===== src/rtl/hdlc_tx_pkg.sv =====
package hdlc_tx_pkg;

  typedef enum logic [1:0] {
    ST_IDLE  = 2'd0,
    ST_DATA  = 2'd1,
    ST_FCS   = 2'd2,
    ST_ABORT = 2'd3
  } tx_state_e;

  localparam int          CRC_W      = 32;
  localparam int          BYTE_W     = 8;
  localparam logic [7:0]  FLAG_BYTE  = 8'h7E;
  localparam logic [31:0] POLY16_REF = 32'h0000_8408;
  localparam logic [31:0] POLY32_REF = 32'hEDB8_8320;
  localparam logic [31:0] PRESET16   = 32'h0000_FFFF;
  localparam logic [31:0] PRESET32   = 32'hFFFF_FFFF;

endpackage


===== src/rtl/hdlc_tx_crc.sv =====
module hdlc_tx_crc
  import hdlc_tx_pkg::*;
(
  input  logic             clk,
  input  logic             rst_n,
  input  logic             clr,
  input  logic             upd,
  input  logic             mode32,
  input  logic             din,
  output logic [CRC_W-1:0] crc_next
);

  logic [CRC_W-1:0] crc_q;
  logic [CRC_W-1:0] crc_d;
  logic [CRC_W-1:0] poly;

  // Bit-serial reflected CRC; in 16-bit mode the upper half stays zero.
  always_comb begin
    poly     = mode32 ? POLY32_REF : POLY16_REF;
    crc_next = (crc_q >> 1) ^ (((crc_q[0] ^ din) == 1'b1) ? poly : '0);
    crc_d    = crc_q;
    if (clr) begin
      crc_d = mode32 ? PRESET32 : PRESET16;
    end else if (upd) begin
      crc_d = crc_next;
    end
  end

  always_ff @(posedge clk or negedge rst_n) begin
    if (!rst_n) begin
      crc_q <= '0;
    end else begin
      crc_q <= crc_d;
    end
  end

endmodule


===== src/rtl/hdlc_tx_stuffer.sv =====
module hdlc_tx_stuffer #(
  parameter int RUN = 5
) (
  input  logic clk,
  input  logic rst_n,
  input  logic bit_en,
  input  logic raw_bit,
  input  logic stuffable,
  output logic stall,
  output logic tx_bit
);

  localparam int CW = $clog2(RUN + 1);

  logic [CW-1:0] ones_q;
  logic [CW-1:0] ones_d;
  logic          tx_d;

  assign stall = (ones_q == CW'(RUN));

  always_comb begin
    ones_d = ones_q;
    tx_d   = tx_bit;
    if (bit_en) begin
      if (stall) begin
        tx_d   = 1'b0;
        ones_d = '0;
      end else begin
        tx_d   = raw_bit;
        ones_d = (stuffable && raw_bit) ? ones_q + CW'(1) : '0;
      end
    end
  end

  always_ff @(posedge clk or negedge rst_n) begin
    if (!rst_n) begin
      ones_q <= '0;
      tx_bit <= 1'b1;
    end else begin
      ones_q <= ones_d;
      tx_bit <= tx_d;
    end
  end

endmodule


===== src/rtl/hdlc_tx_framer.sv =====
module hdlc_tx_framer
  import hdlc_tx_pkg::*;
#(
  parameter int LEN_W = 16
) (
  input  logic              clk,
  input  logic              rst_n,
  input  logic              step,
  input  logic              cfg_crc32,
  input  logic [LEN_W-1:0]  cfg_min_len,
  input  logic [LEN_W-1:0]  cfg_max_len,
  input  logic              abort_req,
  input  logic              in_valid,
  input  logic [BYTE_W-1:0] in_data,
  input  logic              in_sof,
  input  logic              in_eof,
  input  logic [CRC_W-1:0]  crc_next,
  output logic              in_ready,
  output logic              raw_bit,
  output logic              stuffable,
  output logic              busy,
  output logic              crc_clr,
  output logic              crc_upd,
  output logic              crc_mode,
  output logic              crc_din,
  output logic              underrun,
  output logic              len_err
);

  localparam int BC_W = $clog2(CRC_W);
  localparam logic [BC_W-1:0] FCS16_LAST = BC_W'(15);
  localparam logic [BC_W-1:0] FCS32_LAST = BC_W'(CRC_W - 1);

  tx_state_e         st_q, st_d;
  logic [CRC_W-1:0]  sh_q, sh_d;
  logic [BC_W-1:0]   bc_q, bc_d;
  logic              eof_q, eof_d;
  logic              m32_q, m32_d;
  logic              pend_q, pend_d;
  logic [LEN_W-1:0]  len_q, len_d;
  logic              ur_d, le_d;
  logic              byte_end;
  logic              kill;
  logic [BC_W-1:0]   fcs_last;
  logic [CRC_W-1:0]  fcs_word;

  assign byte_end = (bc_q[2:0] == 3'd7);
  assign kill     = abort_req | pend_q;
  assign fcs_last = m32_q ? FCS32_LAST : FCS16_LAST;
  assign fcs_word = m32_q ? ~crc_next : {16'h0000, ~crc_next[15:0]};
  assign busy     = (st_q == ST_DATA) || (st_q == ST_FCS);
  assign crc_mode = (st_q == ST_IDLE) ? cfg_crc32 : m32_q;
  assign crc_din  = sh_q[0];

  // Line bit selection.
  always_comb begin
    raw_bit   = 1'b1;
    stuffable = 1'b0;
    unique case (st_q)
      ST_IDLE:  raw_bit = FLAG_BYTE[bc_q[2:0]];
      ST_DATA,
      ST_FCS: begin
        raw_bit   = sh_q[0];
        stuffable = 1'b1;
      end
      default:  raw_bit = 1'b1;
    endcase
  end

  // Next-state logic.
  always_comb begin
    st_d     = st_q;
    sh_d     = sh_q;
    bc_d     = bc_q;
    eof_d    = eof_q;
    m32_d    = m32_q;
    len_d    = len_q;
    ur_d     = 1'b0;
    le_d     = 1'b0;
    in_ready = 1'b0;
    crc_clr  = 1'b0;
    crc_upd  = 1'b0;
    pend_d   = busy ? (pend_q | abort_req) : 1'b0;

    if (step) begin
      unique case (st_q)
        ST_IDLE: begin
          bc_d = bc_q + BC_W'(1);
          if (byte_end) begin
            bc_d = '0;
            if (in_valid) begin
              in_ready = 1'b1;
              if (in_sof) begin
                st_d    = ST_DATA;
                sh_d    = {{(CRC_W-BYTE_W){1'b0}}, in_data};
                eof_d   = in_eof;
                len_d   = LEN_W'(1);
                m32_d   = cfg_crc32;
                crc_clr = 1'b1;
              end
            end
          end
        end

        ST_DATA: begin
          crc_upd = 1'b1;
          if (kill) begin
            st_d = ST_ABORT;
            bc_d = '0;
          end else if (!byte_end) begin
            sh_d = sh_q >> 1;
            bc_d = bc_q + BC_W'(1);
          end else if (eof_q) begin
            bc_d = '0;
            if (len_q < cfg_min_len) begin
              st_d = ST_ABORT;
              le_d = 1'b1;
            end else begin
              st_d = ST_FCS;
              sh_d = fcs_word;
            end
          end else if (!in_valid) begin
            st_d = ST_ABORT;
            bc_d = '0;
            ur_d = 1'b1;
          end else if (len_q >= cfg_max_len) begin
            st_d = ST_ABORT;
            bc_d = '0;
            le_d = 1'b1;
          end else begin
            in_ready = 1'b1;
            sh_d     = {{(CRC_W-BYTE_W){1'b0}}, in_data};
            eof_d    = in_eof;
            len_d    = len_q + LEN_W'(1);
            bc_d     = '0;
          end
        end

        ST_FCS: begin
          if (kill) begin
            st_d = ST_ABORT;
            bc_d = '0;
          end else if (bc_q == fcs_last) begin
            st_d = ST_IDLE;
            bc_d = '0;
          end else begin
            sh_d = sh_q >> 1;
            bc_d = bc_q + BC_W'(1);
          end
        end

        default: begin
          if (byte_end) begin
            st_d = ST_IDLE;
            bc_d = '0;
          end else begin
            bc_d = bc_q + BC_W'(1);
          end
        end
      endcase
    end
  end

  always_ff @(posedge clk or negedge rst_n) begin
    if (!rst_n) begin
      st_q     <= ST_IDLE;
      sh_q     <= '0;
      bc_q     <= '0;
      eof_q    <= 1'b0;
      m32_q    <= 1'b0;
      pend_q   <= 1'b0;
      len_q    <= '0;
      underrun <= 1'b0;
      len_err  <= 1'b0;
    end else begin
      st_q     <= st_d;
      sh_q     <= sh_d;
      bc_q     <= bc_d;
      eof_q    <= eof_d;
      m32_q    <= m32_d;
      pend_q   <= pend_d;
      len_q    <= len_d;
      underrun <= ur_d;
      len_err  <= le_d;
    end
  end

endmodule


===== src/rtl/hdlc_tx.sv =====
module hdlc_tx
  import hdlc_tx_pkg::*;
#(
  parameter int LEN_W     = 16,
  parameter int STUFF_RUN = 5
) (
  input  logic              clk,
  input  logic              rst_n,
  input  logic              bit_en,
  input  logic              cfg_crc32,
  input  logic [LEN_W-1:0]  cfg_min_len,
  input  logic [LEN_W-1:0]  cfg_max_len,
  input  logic              abort_req,
  input  logic              in_valid,
  input  logic [7:0]        in_data,
  input  logic              in_sof,
  input  logic              in_eof,
  output logic              in_ready,
  output logic              tx_bit,
  output logic              underrun,
  output logic              len_err
);

  logic             stall;
  logic             step;
  logic             busy;
  logic             raw_bit;
  logic             stuffable;
  logic             crc_clr;
  logic             crc_upd;
  logic             crc_mode;
  logic             crc_din;
  logic [CRC_W-1:0] crc_next;

  assign step = bit_en & ~stall;

  hdlc_tx_framer #(.LEN_W(LEN_W)) u_framer (
    .clk         (clk),
    .rst_n       (rst_n),
    .step        (step),
    .cfg_crc32   (cfg_crc32),
    .cfg_min_len (cfg_min_len),
    .cfg_max_len (cfg_max_len),
    .abort_req   (abort_req),
    .in_valid    (in_valid),
    .in_data     (in_data),
    .in_sof      (in_sof),
    .in_eof      (in_eof),
    .crc_next    (crc_next),
    .in_ready    (in_ready),
    .raw_bit     (raw_bit),
    .stuffable   (stuffable),
    .busy        (busy),
    .crc_clr     (crc_clr),
    .crc_upd     (crc_upd),
    .crc_mode    (crc_mode),
    .crc_din     (crc_din),
    .underrun    (underrun),
    .len_err     (len_err)
  );

  hdlc_tx_crc u_crc (
    .clk      (clk),
    .rst_n    (rst_n),
    .clr      (crc_clr),
    .upd      (crc_upd),
    .mode32   (crc_mode),
    .din      (crc_din),
    .crc_next (crc_next)
  );

  hdlc_tx_stuffer #(.RUN(STUFF_RUN)) u_stuff (
    .clk       (clk),
    .rst_n     (rst_n),
    .bit_en    (bit_en),
    .raw_bit   (raw_bit),
    .stuffable (stuffable),
    .stall     (stall),
    .tx_bit    (tx_bit)
  );

endmodule


===== config.mk =====
export PLATFORM = sky130hd
export DESIGN_NAME = hdlc_tx
export DESIGN_NICKNAME = d
export VERILOG_FILES = /design/src/rtl/hdlc_tx_pkg.sv /design/src/rtl/hdlc_tx_crc.sv /design/src/rtl/hdlc_tx_stuffer.sv /design/src/rtl/hdlc_tx_framer.sv /design/src/rtl/hdlc_tx.sv
export SDC_FILE = /design/constraint.sdc
export NUM_CORES = 1
export LEC_CHECK = 0
export BUFFER_PORTS_ARGS = -buffer_cell sky130_fd_sc_hd__buf_2
export CORE_ASPECT_RATIO = 0.7
export CORE_MARGIN = 2
export CORE_UTILIZATION = 65
export CTS_CLUSTER_SIZE = 12
export DETAILED_ROUTE_END_ITERATION = 16
export GPL_TIMING_DRIVEN = 0
export PLACE_DENSITY = 0.87
export SETUP_SLACK_MARGIN = 0.5
export SLEW_MARGIN = 10
export SYNTH_ARGS = -nofsm -noshare
export SYNTH_HDL_FRONTEND = slang
export SYNTH_HIERARCHICAL = 1
export SYNTH_SLANG_ARGS = --single-unit
export TNS_END_PERCENT = 1

===== constraint.sdc =====
create_clock -name clk -period 9.15 [get_ports clk]
set_clock_uncertainty 0.2 [all_clocks]
set_input_delay 0.915 -clock clk [delete_from_list [all_inputs] [get_ports clk]]
set_output_delay 0.915 -clock clk [all_outputs]
set_load 0.02 [all_outputs]

==> impl_metrics.tcl, run 1 <==
set metrics [dict create \
    wirelength_mm 16.6 \
    drc 0 \
    cp-start-kind "input port" \
    rsz0062_at_grt "false" \
    p_per_area_mw_per_mm2 285 \
    port_buffers 50 \
    worst-endpoint-arrival_ns 3.24 \
    fin_crit_ns 4.35 \
    fin_nets 865 \
    vias_per_cell 6.41 \
    yosysMostFrequentCell "dfrtp_1" \
    cp_slowest_stage_delay_ns 0.58 \
    yosysWarnings 6 \
    core_mm2 0.00961 \
    power_leakage_nw 3.36 \
    dpl.hpwl_mm 12.1 \
    finalHoldViolCount 0 \
    yosysTopAreaCellShare_pct 37.2 \
    synth_async_sr_flop_share_pct 100 \
    synth_cell_types 60 \
    tightest_slew_ns 0.834 \
    setup.worst_path.end_class "output pin" \
    slew_violations 0 \
    cts_tree "built" \
    gp_congestion 0.902 \
    cp.required_ns 8.04 \
    fill_cells 683 \
    syn_avg_cell_area_um2 8.94 \
    layout_setup_ws_ns 4.80 \
    ir_drop_uv 135 \
    fmax_mhz 230 \
    postCtsSetupBuffers 0 \
    grt_usage_pct 32.9 \
    max_cap_violations 0 \
    grt_antenna_before_repair 0 \
    critPathMaxFanout 6 \
    critPathKind "in2out" \
    drive_above_1_share_pct 17.2 \
    cts-buffers-inserted 9 \
    die_h_um 86.9 \
    yosysTopAreaCell "dfrtp_1" \
    netlist_instances 714 \
    ant_nets 0 \
    path_clk_slew_ns 0.06 \
    via_count 5829 \
    ios 52 \
    cts-hold-fix-buffers 0 \
    root_buffer "clkbuf_16" \
    synth_area_mm2 0.00639 \
    setup_viol 0 \
    tns_ns 0 \
    grt_pass1_wl_mm 27.2 \
    grt_pass1_vias 5558 \
    hold_class "reg2reg" \
    first_pass_iters 5 \
    yosysSeqAreaShare_pct 37.6 \
    cp_slowest_cell "nor3_1" \
    grt_max_degree 58 \
    syn_to_final_growth_pct 11.7 \
    path_buf_inv 3 \
    cts_resized 0 \
    num_rows 30 \
    diodes 0 \
    gr-total-overflow 0 \
    clk_latency_ns 0.35 \
    min_period_over_period_pct 47.6 \
    place_ws_ns 4.92 \
    relSlewSlack_pct 44.1 \
    synth-edff-count 0 \
    synthTopCellsByArea "dfrtp_1 37%, ha_1 8.0%, mux2_2 4.8%, o21ai_0 4.4%, nand2_1 4.3%" \
    die_w_um 122 \
    path_delay_family "simple AND/OR/NAND/NOR gates" \
    first_iter_violations 917 \
    outcome "finished, final reports clean" \
    synth-main-ff-cell "dfrtp_1" \
    initial_core_util_pct 66.5 \
    crit_chain "buf_2 > inv_1 > ha_1 > a21oi_1 > o21a_1 > o221ai_1 > nor3_1 > a21oi_1 > nor3b_1 > buf_2" \
    synth_commonest_cells "95 x dfrtp_1, 74 x nand2_1, 56 x o21ai_0" \
    clock_sinks 96 \
    routedWlPerCell_um 18.3 \
    dieArea_mm2 0.0106 \
    cts_buffer_depth 2 \
    syn_nets 803 \
    cts-htree-levels 3 \
    synth_seq_cells 96 \
]
[registers in the layout (all words and copies together), names as in the netlist, 2 cells and up]
register,cells
u_framer/len_q,16
u_crc/crc_q,32
u_framer/st_q,2
u_framer/bc_q,5
u_framer/sh_q,32
u_stuff/ones_q,3
[logic make-up after synthesis]
group	Yosys count	synth area share, %
simple gates	221	17.4
flops	96	37.6
compound gates	189	19.7
mux	42	7.17
xor+xnor	13	1.90
fa+ha+maj	41	8.03
buf+inv	112	8.17
[path summary, 6_finish.rpt]
check                                  from            endpoint  slack (ns)  cells past startpoint
hold reg to reg             u_crc/crc_q[12]     u_crc/crc_q[11]        0.31                      1
min in group asynchronous             rst_n  u_framer/len_q[14]        0.35                      1
setup reg to reg           u_framer/st_q[1]      u_crc/crc_q[9]        5.37                     11
max in group asynchronous             rst_n      u_stuff/tx_bit        7.70                      2
setup / recovery             cfg_max_len[7]            in_ready        4.80                     10
hold / removal              u_crc/crc_q[12]     u_crc/crc_q[11]        0.31                      1
[worst reg2reg max path, stage by stage (launching register included)]
cell and delay [ns]:
dfrtp_1 0.43, inv_1 0.10, ha_1 0.15, clkbuf_1 0.30, clkbuf_1 0.38, clkbuf_1 0.44
inv_1 0.20, nor2_1 0.17, clkbuf_1 0.43, clkbuf_1 0.48, a31oi_1 0.14, or2_1 0.24
[routing by layer]
metal  track usage (%)  part of all wire, %  vias to the layer above  wire (um)
met3              9.10                   11                       46       1810
met2              50.3                   45                      384       7510
met5                 0                    0                        -          0
met1              46.5                   42                     2757       6930
met4              8.99                  2.2                        0        364
li1                  -                    -                     2642          -
[through the flow]
step | power [mW] | cell area [um2] | std cells | utilization (%) | hold slack (ns)
floorplan | 1.36 | 6390 | 714 | - | 0.258
CTS | 2.01 | 7130 | 909 | 74.2 | 0.311
global placement | 1.55 | 6800 | 892 | 70.7 | 0.267
global route | 2.15 | 7130 | 909 | 74.2 | 0.326
detailed placement | 1.61 | 6830 | 893 | 71.0 | 0.296
finish | 2.03 | 7130 | 909 | 74.2 | 0.307
[area by class of cell]
class / instances / area, um2 / share of cell area, %
Buffer: 57 / 315 / 4.42
Clock buffer: 10 / 239 / 3.35
Clock inverter: 6 / 66.3 / 0.930
Inverter: 55 / 206 / 2.89
Multi-Input combinational cell: 506 / 3460 / 48.5
Sequential cell: 96 / 2400 / 33.7
Tap cell: 128 / 160 / 2.25
Timing Repair Buffer: 51 / 280 / 3.93
[power breakdown]
part           leakage, nW  internal, mW  switching [mW]
Combinational         1.97         0.425           0.543
Clock                0.153         0.220           0.166
Sequential            1.24         0.543           0.135
Total                 3.36          1.19           0.844
[placed cells by master, fill, tap and decap left out, drive strengths merged, types with 3 or more instances in the layout]
cell	netlist	layout
a211o	13	13
a211oi	9	9
a21boi	3	3
a21oi	42	42
a22o	12	12
a31oi	13	13
and2	3	3
and3	7	7
buf	28	79
clkbuf	29	39
clkinv	0	4
dfrtp	95	95
ha	41	41
inv	55	56
mux2	30	30
mux2i	12	12
nand2	74	74
nand2b	10	10
nand3	23	23
nand4	7	7
nor2	33	33
nor2b	24	24
nor3	9	9
nor3b	3	3
nor4	4	4
o21a	6	6
o21ai	56	56
o221ai	11	11
o22ai	3	3
o31ai	5	5
or2	7	7
or3	11	11
or4	4	4
xnor2	11	11
(Power assumes the default switching activity.)
==> run 2, diff against run 1 <==
Settings changed: CORE_UTILIZATION 65 to 61, PLACE_DENSITY 0.87 to 0.82.
Clock period 9.15 ns to 4.2 ns, I/O delays scaled along.
==> run 2 against run 1 <==
Effect of this change:
- the run now ends with design-rule violations left
- final cell count grew 0.55%
- non-clock buffer count up 1
- hold slack worse by 0.16 ns
==> impl_metrics.tcl, run 2 (synthesis gave the netlist of run 1 again) <==
set metrics [dict create \
    grt_pass1_wl_mm 26.6 \
    clk_latency_ns 0.35 \
    ios 52 \
    mostFrequentLayoutCells "95 x dfrtp_1, 74 x nand2_1, 56 x o21ai_0, 55 x buf_2, 55 x inv_1" \
    slew_violations 0 \
    port_buffers 50 \
    violations "design-rule violations" \
    die_w_um 126 \
    cp.required_ns 3.58 \
    critPathKind "reg2out" \
    gp_congestion 0.970 \
    cts-buffers-inserted 9 \
    r2r_cells 8 \
    dpl.hpwl_mm 11.8 \
    max_cap_violations 0 \
    via_count 5709 \
    layout_commonest_cell "dfrtp_1" \
    routedWlPerCell_um 17.8 \
    fin_hold_ws_ns 0.145 \
    wirelength_mm 16.2 \
    ant_nets 0 \
    critPathMaxFanout 8 \
    relSlewSlack_pct 40.3 \
    clock_sinks 96 \
    cts_buffer_depth 2 \
    syn_to_final_growth_pct 12.5 \
    setup_viol 0 \
    top_regs "u_crc/crc_q: 32 flops, u_framer/sh_q: 32 flops, u_framer/len_q: 16 flops" \
    reg2reg_slack_ns 0.65 \
    root_buffer "clkbuf_16" \
    cts-htree-levels 3 \
    fin_nets 866 \
    dieArea_mm2 0.0113 \
    first_pass_iters 11 \
    fmax_mhz 280 \
    setup.worst_path.end_class "output pin" \
    core_mm2 0.0103 \
    num_rows 31 \
    gr-total-overflow 0 \
    p_per_area_mw_per_mm2 630 \
    min_period_over_period_pct 85.1 \
    path_clk_slew_ns 0.07 \
    tns_ns 0 \
    first_iter_violations 773 \
    die_h_um 89.6 \
    grt_max_degree 56 \
    hold_depth 2 \
    outcome "complete, but fails checks" \
    fill_cells 786 \
    initial_core_util_pct 62.1 \
    drive_above_1_share_pct 17.5 \
    tightest_slew_ns 0.890 \
    power_leakage_nw 3.39 \
    worst-endpoint-arrival_ns 2.96 \
    fin_crit_ns 3.58 \
    rsz0062_at_grt "true" \
    vias_per_cell 6.25 \
    ir_drop_uv 300 \
    cts_tree "built" \
    grt_usage_pct 29.6 \
    hold_class "in2reg" \
    postCtsSetupBuffers 0 \
    grt_antenna_before_repair 0 \
    drc 1 \
    grt_pass1_vias 5357 \
    cp-start-kind "register" \
    finalHoldViolCount 0 \
    diodes 0 \
]
-- run 2: cell types whose count changed in the layout (fill, tap and decap cells not counted), sizes merged --
cell,previous run,this run
clkbuf,39,40
bufinv,1,3
dlygate4sd3,0,1
clkinv,4,1
-- run 2: routing by layer --
metal	part of all wire [%]	GRT usage (%)	vias up
met5	0	0	-
li1	-	-	2641
met1	46	42.7	2755
met2	45	47.1	289
met3	7.7	5.75	24
met4	1.0	6.99	0
-- run 2: per-stage QoR --
| step | area (um2) | utilization (%) | instances | setup slack (ns) | power [mW] |
|---|---|---|---|---|---|
| 6_report | 7180 | 69.9 | 914 | 0.625 | 4.53 |
| 5_1_grt | 7180 | 69.9 | 914 | 0.477 | 4.80 |
| 4_1_cts | 7180 | 69.8 | 914 | 0.450 | 4.47 |
| 3_5_place_dp | 6830 | 66.5 | 897 | 0.437 | 3.50 |
| 3_3_place_gp | 6800 | 66.2 | 896 | 0.619 | 3.37 |
| 2_1_floorplan | 6390 | - | 714 | 1.19 | 2.97 |
-- run 2: cell type report --
cell class / instances / area [um2] / area share [%]
plain buffers: 57 / 322 / 4.48
clock buffers: 11 / 233 / 3.24
clock inverters: 5 / 104 / 1.45
inverters: 55 / 206 / 2.87
multi-input cells: 506 / 3460 / 48.2
flip-flops and latches: 96 / 2400 / 33.5
well taps: 132 / 165 / 2.30
repair buffers: 52 / 290 / 4.04
-- run 2: repair_timing --
item	4_1_cts	5_1_grt
hold buffers	1	0
endpoints found under the setup margin	10	33
resized for setup	1	8
hold endpoints to repair	40	0
pin swaps	0	0
-- run 2: worst max-delay path, cell delays in order, from the launching register on --
cell and delay, ns:
dfrtp_1 0.48, ha_1 0.35, nand4_1 0.14, or3_1 0.51
o221ai_1 0.51, nor3_1 0.22, a21oi_1 0.17, nor3b_1 0.07
buf_2 0.16
-- run 2: worst paths after layout --
check                                    end                from
hold reg to reg            u_framer/sh_q[19]   u_framer/sh_q[19]
max in group asynchronous    u_crc/crc_q[29]               rst_n
setup / recovery                    in_ready  u_framer/len_q[13]
hold / removal                u_framer/m32_q           cfg_crc32
setup reg to reg            u_framer/sh_q[7]   u_framer/len_q[2]
min in group asynchronous   u_framer/len_err               rst_n
-- run 2: power breakdown --
group	switching, mW	internal, mW	leakage (nW)
combinational	1.20	0.930	1.99
sequential	0.282	1.18	1.24
clock	0.351	0.584	0.164
==> run 3, diff against run 2 <==
Settings changed: BUFFER_PORTS_ARGS -buffer_cell sky130_fd_sc_hd__buf_2 to default, CORE_UTILIZATION 61 to 65, DONT_BUFFER_PORTS from default to 1.
==> run 3 against run 2 <==
Effect of this change:
- the run now ends clean
- flip-flop and latch count is the same
- via count fell by 3.7%
- setup slack better by 0.018 ns
- critical path type unchanged
==> impl_metrics.tcl, run 3 (synthesis gave the netlist of run 1 again) <==
set metrics [dict create \
    grt_antenna_before_repair 0 \
    layout_setup_ws_ns 0.643 \
    ir_drop_uv 377 \
    gr-total-overflow 0 \
    outcome "finished, final reports clean" \
    dieArea_mm2 0.0106 \
    seqPwrFrac_pct 32.9 \
    mostFrequentLayoutCells "95 x dfrtp_1, 74 x nand2_1, 56 x o21ai_0, 55 x inv_1, 42 x a21oi_1" \
    place_ws_ns 0.512 \
    drc 0 \
    p_int_mw 2.69 \
    syn_to_final_growth_pct 8.82 \
    tns_ns 0 \
    core_mm2 0.00961 \
    cp-start-kind "register" \
    top_regs "u_crc/crc_q: 32 flops, u_framer/sh_q: 32 flops, u_framer/len_q: 16 flops" \
    ios 52 \
    first_pass_iters 7 \
    path_delay_family "simple AND/OR/NAND/NOR gates" \
    worst-endpoint-arrival_ns 2.94 \
    slew_violations 0 \
    cts_buffer_depth 2 \
    hold_class "in2reg" \
    fmax_mhz 281 \
    grt_pass1_wl_mm 25.0 \
    fill_cells 696 \
    critPathMaxFanout 5 \
    layout_commonest_cell "dfrtp_1" \
    dpl.hpwl_mm 11.1 \
    crit_chain "inv_1 > ha_1 > nand2b_4 > a2111oi_4 > nor4_1 > nor3_1 > a21oi_1 > nor3b_2" \
    rsz0062_at_grt "true" \
    die_w_um 122 \
    cts_tree "built" \
    initial_core_util_pct 66.5 \
    grt_max_degree 97 \
    critPathKind "reg2out" \
    cp.required_ns 3.58 \
    setup_viol 0 \
    switchingPower_mw 1.81 \
    grt_usage_pct 30.0 \
    port_buffers 0 \
    combPwrFrac_pct 45.9 \
    first_iter_violations 717 \
    gp_congestion 0.892 \
    num_rows 30 \
    tightest_slew_ns 0.934 \
    path_buf_inv 1 \
    clockPowerShare_pct 21.1 \
    min_period_over_period_pct 84.7 \
    cp_slowest_cell "nor3_1" \
    relSlewSlack_pct 37.3 \
    cp_slowest_stage_delay_ns 0.48 \
    path_clk_slew_ns 0.07 \
    cts-htree-levels 3 \
    vias_per_cell 6.39 \
    grt_pass1_vias 5181 \
    routedWlPerCell_um 18.0 \
    diodes 0 \
    via_count 5498 \
    ant_nets 0 \
    power_mw 4.50 \
    fin_nets 817 \
    wirelength_mm 15.5 \
    p_per_area_mw_per_mm2 647 \
    cts-buffers-inserted 9 \
    setup.worst_path.end_class "output pin" \
    clk_latency_ns 0.34 \
    die_h_um 86.9 \
    finalHoldViolCount 0 \
    fin_crit_ns 3.56 \
    clock_sinks 96 \
    root_buffer "clkbuf_16" \
    swShare_pct 40.2 \
    power_leakage_nw 3.18 \
    max_cap_violations 0 \
    drive_above_1_share_pct 11.7 \
]
-- run 3: cell count changes in the layout (fill, tap and decap cells not counted), moves of 2 or more --
cell,change
clkbuf_1,+2
clkbuf_2,-3
buf_2,-49
clkinvlp_4,+2
-- run 3: cell type report --
| type | instances | area (um2) | area share, % |
|---|---|---|---|
| clock inverter | 5 | 105 | 1.51 |
| sequential | 96 | 2400 | 34.6 |
| inverter | 55 | 206 | 2.97 |
| multi-input combinational | 506 | 3470 | 49.9 |
| clock buffer | 11 | 243 | 3.49 |
| tap | 128 | 160 | 2.30 |
| buffer | 57 | 318 | 4.57 |
| timing repair buffer | 3 | 47.5 | 0.684 |
-- run 3: power by group through the flow --
stage	clock, mW	sequential [mW]	combinational [mW]
after floorplan	0	1.38	1.58
after detailed placement	0	1.48	1.97
after CTS	0.959	1.47	2.03
final	0.951	1.48	2.07
after global placement	0	1.46	1.89
after global routing	0.999	1.51	2.26
-- run 3: path summary, 6_finish.rpt --
check                                   from           endpoint  slack (ns)  cells past startpoint
setup / recovery           u_framer/len_q[0]           in_ready        0.64                      8
setup reg to reg            u_framer/st_q[1]    u_crc/crc_q[22]        0.65                     12
hold / removal                        bit_en  u_stuff/ones_q[0]        0.03                      2
max in group asynchronous              rst_n     u_stuff/tx_bit        2.95                      2
hold reg to reg            u_framer/sh_q[19]  u_framer/sh_q[19]        0.30                      1
min in group asynchronous              rst_n     u_crc/crc_q[7]        0.42                      2
-- run 3: routing by layer --
metal | up-vias | global-route usage, % | wire, um | share of wire, %
met5 | - | 0 | 0 | 0
met4 | 0 | 7.42 | 243 | 1.6
met3 | 31 | 7.53 | 1280 | 8.2
met2 | 231 | 46.6 | 6900 | 44
met1 | 2683 | 42.6 | 7090 | 46
li1 | 2553 | - | - | -
-- run 3: repair_timing --
| action | 4_1_cts | 5_1_grt |
|---|---|---|
| setup buffers | 0 | 0 |
| pin swaps | 0 | 0 |
| endpoints found under the hold margin | 98 | 0 |
| cloned | 0 | 0 |
| endpoints found under the setup margin | 3 | 25 |
| hold buffers | 3 | 0 |
| gates resized for setup | 1 | 3 |
-- run 3: through the flow --
stage | area [um2] | hold WS, ns | cells | utilization, %
4_1_cts | 6940 | 0.0195 | 861 | 72.3
3_3_place_gp | 6550 | -0.0722 | 842 | 68.1
6_report | 6950 | 0.0260 | 861 | 72.3
3_5_place_dp | 6550 | -0.0725 | 842 | 68.1
2_1_floorplan | 6390 | -0.0756 | 714 | -
5_1_grt | 6950 | 0.0168 | 861 | 72.3
